**src/rtl/beam_scan_pkg.sv**
```systemverilog
package beam_scan_pkg;

  typedef enum logic [1:0] {
    ST_BEACON = 2'd0,
    ST_SEARCH = 2'd1,
    ST_READY  = 2'd2,
    ST_LOCKED = 2'd3
  } scan_state_e;

  typedef enum logic [1:0] {
    OP_NONE    = 2'd0,
    OP_NEXT    = 2'd1,
    OP_CONFIRM = 2'd2,
    OP_START   = 2'd3
  } cmd_op_e;

  // Quantised inter-element phase step for a setting angle in degrees.
  // Tilt = angle - 90, step = sin(tilt)*360 = -cos(angle)*360, expressed in
  // units of 360/2^ph_bits and wrapped. Cosine uses a rational approximation
  // that is exact at 0/90/180 and within 0.2 % at 45/135.
  function automatic int axis_code(input int deg, input int ph_bits);
    int x;
    int sgn;
    int num;
    int den;
    int c_milli;
    int v;
    int r;
    int m;
    x = deg % 360;
    if (x < 0) x = x + 360;
    if (x > 180) x = 360 - x;
    sgn = 1;
    if (x > 90) begin
      x   = 180 - x;
      sgn = -1;
    end
    num     = 32400 - 4 * x * x;
    den     = 32400 + x * x;
    c_milli = sgn * ((num * 1000) / den);
    v       = -c_milli * (1 << ph_bits);
    r       = (v >= 0) ? ((v + 500) / 1000) : -((-v + 500) / 1000);
    m       = 1 << ph_bits;
    return ((r % m) + m) % m;
  endfunction

endpackage

```
**src/rtl/beam_rst_sync.sv**
```systemverilog
module beam_rst_sync #(
  parameter int STAGES = 2
) (
  input  logic clk,
  input  logic rst_n,
  output logic rst_sync_n
);

  logic [STAGES-1:0] sync_q;

  always_ff @(posedge clk or negedge rst_n) begin
    if (!rst_n) begin
      sync_q <= '0;
    end else begin
      sync_q <= {sync_q[STAGES-2:0], 1'b1};
    end
  end

  assign rst_sync_n = sync_q[STAGES-1];

endmodule

```
**src/rtl/beam_scan_fsm.sv**
```systemverilog
module beam_scan_fsm
  import beam_scan_pkg::*;
#(
  parameter int BEACON_CYC = 16
) (
  input  logic        clk,
  input  logic        rst_n,
  input  logic        cmd_valid,
  input  logic [1:0]  cmd_op,
  output scan_state_e state_o,
  output logic        step_en_o,
  output logic        beacon_o,
  output logic        ready_o,
  output logic        start_o
);

  localparam int CNT_W = $clog2(BEACON_CYC + 1);
  localparam logic [CNT_W-1:0] CNT_LAST = CNT_W'(BEACON_CYC - 1);

  scan_state_e      st_q, st_d;
  logic [CNT_W-1:0] cnt_q, cnt_d;
  logic             cnt_en;
  logic             start_q, start_d;
  cmd_op_e          op;
  logic             is_next, is_confirm, is_start;

  assign op         = cmd_op_e'(cmd_op);
  assign is_next    = cmd_valid && (op == OP_NEXT);
  assign is_confirm = cmd_valid && (op == OP_CONFIRM);
  assign is_start   = cmd_valid && (op == OP_START);

  // next-state logic
  always_comb begin
    st_d    = st_q;
    cnt_d   = cnt_q;
    cnt_en  = 1'b0;
    start_d = 1'b0;
    case (st_q)
      ST_BEACON: begin
        cnt_en = 1'b1;
        if (cnt_q == CNT_LAST) begin
          st_d  = ST_SEARCH;
          cnt_d = '0;
        end else begin
          cnt_d = cnt_q + 1'b1;
        end
      end
      ST_SEARCH: begin
        if (is_confirm) st_d = ST_READY;
      end
      ST_READY: begin
        if (is_start) begin
          st_d    = ST_LOCKED;
          start_d = 1'b1;
        end
      end
      default: begin
        st_d = st_q;
      end
    endcase
  end

  // state registers
  always_ff @(posedge clk or negedge rst_n) begin
    if (!rst_n) begin
      st_q    <= ST_BEACON;
      cnt_q   <= '0;
      start_q <= 1'b0;
    end else begin
      st_q    <= st_d;
      start_q <= start_d;
      if (cnt_en) cnt_q <= cnt_d;
    end
  end

  assign state_o   = st_q;
  assign step_en_o = (st_q == ST_SEARCH) && is_next;
  assign beacon_o  = (st_q == ST_BEACON);
  assign ready_o   = (st_q == ST_READY);
  assign start_o   = start_q;

endmodule

```
**src/rtl/beam_grid_ctr.sv**
```systemverilog
module beam_grid_ctr #(
  parameter int N_AZ   = 5,
  parameter int N_EL   = 5,
  parameter int DEF_AZ = 0,
  parameter int DEF_EL = 2,
  localparam int AZ_W  = $clog2(N_AZ),
  localparam int EL_W  = $clog2(N_EL)
) (
  input  logic            clk,
  input  logic            rst_n,
  input  logic            step_en,
  output logic [AZ_W-1:0] az_o,
  output logic [EL_W-1:0] el_o
);

  localparam logic [AZ_W-1:0] AZ_LAST = AZ_W'(N_AZ - 1);
  localparam logic [EL_W-1:0] EL_LAST = EL_W'(N_EL - 1);

  logic [AZ_W-1:0] az_q, az_d;
  logic [EL_W-1:0] el_q, el_d;

  // next position in row-major order, azimuth fastest
  always_comb begin
    az_d = az_q;
    el_d = el_q;
    if (az_q == AZ_LAST) begin
      az_d = '0;
      el_d = (el_q == EL_LAST) ? '0 : el_q + 1'b1;
    end else begin
      az_d = az_q + 1'b1;
    end
  end

  always_ff @(posedge clk or negedge rst_n) begin
    if (!rst_n) begin
      az_q <= AZ_W'(DEF_AZ);
      el_q <= EL_W'(DEF_EL);
    end else if (step_en) begin
      az_q <= az_d;
      el_q <= el_d;
    end
  end

  assign az_o = az_q;
  assign el_o = el_q;

endmodule

```
**src/rtl/beam_phase_map.sv**
```systemverilog
module beam_phase_map
  import beam_scan_pkg::*;
#(
  parameter int N_AZ     = 5,
  parameter int N_EL     = 5,
  parameter int STEP_DEG = 45,
  parameter int NCOL     = 2,
  parameter int NROW     = 2,
  parameter int PH_BITS  = 3,
  parameter int DEF_AZ   = 0,
  parameter int DEF_EL   = 2,
  localparam int AZ_W    = $clog2(N_AZ),
  localparam int EL_W    = $clog2(N_EL),
  localparam int N_ANT   = NCOL * NROW
) (
  input  logic                     clk,
  input  logic                     rst_n,
  input  logic [AZ_W-1:0]          az_i,
  input  logic [EL_W-1:0]          el_i,
  output logic [N_ANT*PH_BITS-1:0] phase_o
);

  localparam int PH_MOD  = 1 << PH_BITS;
  localparam int RST_AZC = axis_code(DEF_AZ * STEP_DEG, PH_BITS);
  localparam int RST_ELC = axis_code(DEF_EL * STEP_DEG, PH_BITS);

  logic [PH_BITS-1:0] az_lut [N_AZ];
  logic [PH_BITS-1:0] el_lut [N_EL];
  logic [PH_BITS-1:0] az_code, el_code;

  for (genvar gi = 0; gi < N_AZ; gi++) begin : g_az_lut
    assign az_lut[gi] = PH_BITS'(axis_code(gi * STEP_DEG, PH_BITS));
  end

  for (genvar gj = 0; gj < N_EL; gj++) begin : g_el_lut
    assign el_lut[gj] = PH_BITS'(axis_code(gj * STEP_DEG, PH_BITS));
  end

  always_comb begin
    az_code = (int'(az_i) < N_AZ) ? az_lut[az_i] : '0;
    el_code = (int'(el_i) < N_EL) ? el_lut[el_i] : '0;
  end

  for (genvar ga = 0; ga < N_ANT; ga++) begin : g_ant
    localparam int COL = ga % NCOL;
    localparam int ROW = ga / NCOL;
    localparam int RST = (COL * RST_AZC + ROW * RST_ELC) % PH_MOD;

    logic [PH_BITS-1:0] ph_d, ph_q;

    always_comb begin
      ph_d = PH_BITS'(COL) * az_code + PH_BITS'(ROW) * el_code;
    end

    always_ff @(posedge clk or negedge rst_n) begin
      if (!rst_n) begin
        ph_q <= PH_BITS'(RST);
      end else begin
        ph_q <= ph_d;
      end
    end

    assign phase_o[ga*PH_BITS +: PH_BITS] = ph_q;
  end

endmodule

```
**src/rtl/beam_scan_ctrl.sv**
```systemverilog
module beam_scan_ctrl
  import beam_scan_pkg::*;
#(
  parameter int N_AZ       = 5,
  parameter int N_EL       = 5,
  parameter int STEP_DEG   = 45,
  parameter int DEF_AZ     = 0,
  parameter int DEF_EL     = 2,
  parameter int NCOL       = 2,
  parameter int NROW       = 2,
  parameter int PH_BITS    = 3,
  parameter int BEACON_CYC = 16,
  localparam int AZ_W      = $clog2(N_AZ),
  localparam int EL_W      = $clog2(N_EL),
  localparam int N_ANT     = NCOL * NROW
) (
  input  logic                     clk,
  input  logic                     rst_n,
  input  logic                     cmd_valid,
  input  logic [1:0]               cmd_op,
  output logic                     beacon_req,
  output logic [AZ_W-1:0]          az_idx,
  output logic [EL_W-1:0]          el_idx,
  output logic [N_ANT*PH_BITS-1:0] ant_phase,
  output logic                     auth_ready,
  output logic                     auth_start
);

  logic        rst_sync_n;
  scan_state_e st_q;
  logic        step_en;

  beam_rst_sync #(.STAGES(2)) u_rst (
    .clk        (clk),
    .rst_n      (rst_n),
    .rst_sync_n (rst_sync_n)
  );

  beam_scan_fsm #(.BEACON_CYC(BEACON_CYC)) u_fsm (
    .clk       (clk),
    .rst_n     (rst_sync_n),
    .cmd_valid (cmd_valid),
    .cmd_op    (cmd_op),
    .state_o   (st_q),
    .step_en_o (step_en),
    .beacon_o  (beacon_req),
    .ready_o   (auth_ready),
    .start_o   (auth_start)
  );

  beam_grid_ctr #(
    .N_AZ   (N_AZ),
    .N_EL   (N_EL),
    .DEF_AZ (DEF_AZ),
    .DEF_EL (DEF_EL)
  ) u_grid (
    .clk     (clk),
    .rst_n   (rst_sync_n),
    .step_en (step_en),
    .az_o    (az_idx),
    .el_o    (el_idx)
  );

  beam_phase_map #(
    .N_AZ     (N_AZ),
    .N_EL     (N_EL),
    .STEP_DEG (STEP_DEG),
    .NCOL     (NCOL),
    .NROW     (NROW),
    .PH_BITS  (PH_BITS),
    .DEF_AZ   (DEF_AZ),
    .DEF_EL   (DEF_EL)
  ) u_phase (
    .clk     (clk),
    .rst_n   (rst_sync_n),
    .az_i    (az_idx),
    .el_i    (el_idx),
    .phase_o (ant_phase)
  );

endmodule

```
**config.mk**
```make
export PLATFORM = sky130hd
export DESIGN_NAME = beam_scan_ctrl
export DESIGN_NICKNAME = d
export VERILOG_FILES = /design/src/rtl/beam_scan_pkg.sv /design/src/rtl/beam_rst_sync.sv /design/src/rtl/beam_scan_fsm.sv /design/src/rtl/beam_grid_ctr.sv /design/src/rtl/beam_phase_map.sv /design/src/rtl/beam_scan_ctrl.sv
export SDC_FILE = /design/constraint.sdc
export NUM_CORES = 1
export LEC_CHECK = 0
export BUFFER_PORTS_ARGS = -buffer_cell sky130_fd_sc_hd__buf_4
export CORE_MARGIN = 10
export CORE_UTILIZATION = 30
export DETAILED_ROUTE_END_ITERATION = 8
export HOLD_SLACK_MARGIN = 0.12
export PLACE_DENSITY = 0.61
export SLEW_MARGIN = 20
export SYNTH_ARGS = -nofsm -noshare
export SYNTH_HDL_FRONTEND = slang
export SYNTH_SLANG_ARGS = --single-unit
```
**constraint.sdc**
```tcl
create_clock -name clk -period 0.9 [get_ports clk]
set_clock_uncertainty 0.05 [all_clocks]
set_input_delay 0.045 -clock clk [delete_from_list [all_inputs] [get_ports clk]]
set_output_delay 0.045 -clock clk [all_outputs]
set_load 0.01 [all_outputs]
```
==> results.tsv <==
stage	metric	value	unit
timing	worst setup margin	-0.508	ns
critical_path	Setup crit end	u_fsm.state_o[1]$_DFFE_PN0P_	
clocking	CTS tree	yes	
routing	via/cell ratio	4.28	
synthesis	Mapped Cells	101	
critical_path	Worst Setup Start Kind	register	
placement	Placer Congestion	0.819	
floorplanning	initial core utilization	30.6	%
power_and_ir_drop	Power Total	6.20	mW
run_status	failing checks	negative setup slack	
power_and_ir_drop	pwr dens	3250	nW/um^2
timing	Fmax	0.710	GHz
power_and_ir_drop	leakage power	0.908	nW
final_layout	fill cell count	312	
global_route	Tot GR Track Use	8.49	%
critical_path	Reg-to-Reg End	u_fsm.state_o[1]$_DFFE_PN0P_	
critical_path	r2r startpoint	u_fsm.state_o[1]$_DFFE_PN0P_	
critical_path	Top Family by Delay on Critical Path	flip-flops	
placement	Post-DP HPWL	1820	um
power_and_ir_drop	Peak VDD IR	1170	uV
routing	WL final	2670	um
floorplanning	core area	3630	sq um
global_route	vias in the first global route	985	
critical_path	Slowest-stage cell, CP	dfrtp_2	
synthesis	YS warnings	0	
timing	Final Critical Period	1.41	ns
floorplanning	FP Rows	22	
synthesis	post-synth cell types	25	
placement	Cell Count Post-Placement	190	
synthesis	sequential area share after synthesis	49.6	%
critical_path	kind of critical path	reg2reg	
floorplanning	I/O pins	26	
global_route	first-pass GRT wire length	4460	um
clocking	CTS buffer count	3	
worst_hold_path	Hold Path Class	in2reg	
timing	fin crit share	156	%
routing	routed len/inst	12.9	um
synthesis	largest area contributor in the netlist	dfrtp_1	
clocking	H-tree Lvls	1	
placement	I/O Buffers	19	
run	max-cap violations	0	
synthesis	top post-synthesis cells by area	dfrtp_1 47%, ha_1 15%, buf_4 4.0%, inv_1 3.7%, o21ai_0 3.1%	
floorplanning	Die X-Extent	80.9	um
final_layout	most frequent cells in the layout	35 x buf_4, 17 x buf_6, 16 x dfrtp_1	
timing	Max Slew Vio Count	0	
critical_path	Buf/Inv on CP	1	
critical_path	Worst Path Max Fanout	4	
final_layout	most common library cell in the layout ignoring fill and taps	buf_4	
power_and_ir_drop	Gate power share	58.3	%
critical_path	Levels on crit path	5	
final_layout	share of post-route cells with drive strength above 1	60.4	%
power_and_ir_drop	P_int	4.03	mW
critical_path	Reg2Reg Setup Slack	-0.51	ns
global_route	overflow left after global routing	0	
critical_path	WP data required	0.99	ns
routing	detailed-route DRC error count	0	
final_layout	nets@finish	178	
critical_path	worst-path cell chain	buf_4, ha_4, nand2_2, nand3_4, mux2_4	
power_and_ir_drop	switching share of total power	34.9	%
synthesis	top cell type's share of synthesized area	47.2	%
timing	RSZ-0062 raised after global routing	true	
global_route	largest net degree at the start of global routing	20	
global_route	initial antenna violation count	0	
timing	Finish-stage setup viols	26	
final_layout	Non-Filler Instances	207	
power_and_ir_drop	net switching power figure	2.16	mW
final_layout	Synth-to-Final Area Change	71.3	%
routing	post-route antenna net violation count	0	
timing	Fin. Hold Viols	0	
floorplanning	Die Y-Extent	80.9	um
synthesis	Synth Register Bits	22	
floorplanning	die area	6550	sq um
run_status	outcome	complete, but fails checks	
final_layout	diodes inserted	0	
critical_path	crit path launch	u_fsm.state_o[1]$_DFFE_PN0P_	
routing	1st-iter DRT viols	32	
power_and_ir_drop	clock power share	14.7	%
clocking	clk root buf	clkbuf_8	
clocking	# hold bufs at CTS	3	
clocking	Skew-Pair Late Insertion Delay	0.26	ns
critical_path	slowest stage delay, CP	0.46	ns
synthesis	Avg Inst Size Synth	11.0	sq um
power_and_ir_drop	sequential share of power	27.1	%
routing	Vias	885	
clocking	clk sink count	22	
clocking	clk slew on worst S/H paths	0.08	ns
synthesis	Netlist Area Pre-Place	1110	sq um
clocking	Bufs on Longest Clock Path	2	
critical_path	CP Capture Type	register	
critical_path	R2R cell count	5	
timing	setup TNS	-7.99	ns
critical_path	Worst Path Arrival	1.50	ns
routing	1st-pass router iterations	4	
-- cells by family (layout without fill, tap and decap cells) --
kind of cell | Yosys count | in the layout | share of synthesized area (%)
flip-flops | 22 | 22 | 49.6
buffers and inverters | 17 | 70 | 7.75
adder cells (fa/ha/maj) | 13 | 13 | 14.6
XOR/XNOR | 4 | 4 | 3.15
AND/OR/NAND/NOR | 26 | 26 | 13.7
multiplexers | 3 | 3 | 3.15
other | 2 | 7 | 0.674
AO/OA/AOI/OAI | 14 | 14 | 7.42
-- metrics by stage --
| step | util, % | hold WS (ns) | worst slack, ns | instance area [sq um] |
|---|---|---|---|---|
| floorplan | - | -0.301 | -0.434 | 1240 |
| global placement | 43.3 | -0.223 | -0.442 | 1570 |
| detailed placement | 43.3 | -0.221 | -0.489 | 1570 |
| CTS | 50.1 | 0.0814 | -0.475 | 1820 |
| global route | 52.5 | 0.113 | -0.568 | 1910 |
| finish | 52.5 | 0.114 | -0.508 | 1910 |
-- layer usage --
layer | GRT usage, % | wire (um)
met5 | 0 | 0
met4 | 4.15 | 36
met3 | 1.99 | 147
met2 | 15.6 | 1450
met1 | 8.86 | 1040
-- cell type report --
type | instances | area (sq um) | share of cell area [%]
multi-input combinational | 67 | 686 | 35.9
inverter | 11 | 48.8 | 2.56
clock buffer | 3 | 41.3 | 2.16
sequential | 22 | 558 | 29.2
tap | 48 | 60.1 | 3.15
clock inverter | 1 | 30.0 | 1.57
timing repair buffer | 55 | 484 | 25.4
-- worst min-delay path: cells and delay by family --
kind | cells | cell delay (ns)
buffers and inverters | 2 | 0.23
AND/OR/NAND/NOR | 2 | 0.12
-- power by group through the flow --
stage                     clock (mW)  combinational [mW]  sequential, mW
after global placement             0                2.54            1.61
after detailed placement           0                2.67            1.63
final                          0.909                3.61            1.68
after global routing           0.979                3.98            1.73
after CTS                      0.938                3.24            1.64
after floorplan                    0                1.29            1.77
-- worst min path at each step --
stage / startpoint / to / slack (ns) / cells past startpoint
3_5_place_dp: rst_n / u_rst.sync_q[1]$_DFF_PN0_ / -0.22 / 1
4_1_cts: cmd_valid / u_fsm.start_o$_DFF_PN0_ / 0.08 / 4
2_1_floorplan: rst_n / u_rst.sync_q[0]$_DFF_PN0_ / -0.30 / 0
5_1_grt: cmd_valid / u_fsm.start_o$_DFF_PN0_ / 0.11 / 4
6_report: cmd_valid / u_fsm.start_o$_DFF_PN0_ / 0.11 / 4
3_3_place_gp: rst_n / u_rst.sync_q[1]$_DFF_PN0_ / -0.22 / 1
-- sequential cells by signal, summed over array words and instances (netlist names) --
name / count
u_fsm.cnt_q: 5
u_fsm.start_o: 1
u_fsm.state_o: 2
u_grid.az_o: 3
u_grid.el_o: 3
u_phase.g_ant.ph_q: 6
u_rst.sync_q: 2
-- cell usage after synthesis --
cell type	number
nand4b_4	1
nand2_2	1
o21a_1	1
nand2_1	9
and2_1	2
xnor2_1	4
buf_4	6
nand4b_1	1
a21oi_1	2
nand3b_1	1
o22ai_1	1
ha_1	13
conb_1	2
nand3_1	4
mux2i_1	2
a21o_1	2
nor3b_1	2
o21ai_0	7
nor2_1	4
dfrtp_1	21
dfstp_2	1
mux2_4	1
nand3_2	1
inv_1	11
a21oi_2	1
-- what timing repair did --
| item | in CTS | in global routing |
|---|---|---|
| buffers inserted | 7 | 7 |
| pin swaps | 11 | 11 |
| setup endpoints to repair | 26 | 27 |
| gates resized for setup | 27 | 16 |
| endpoints found under the hold margin | 4 | 1 |
Note: power is estimated with default switching activity, not from simulation.
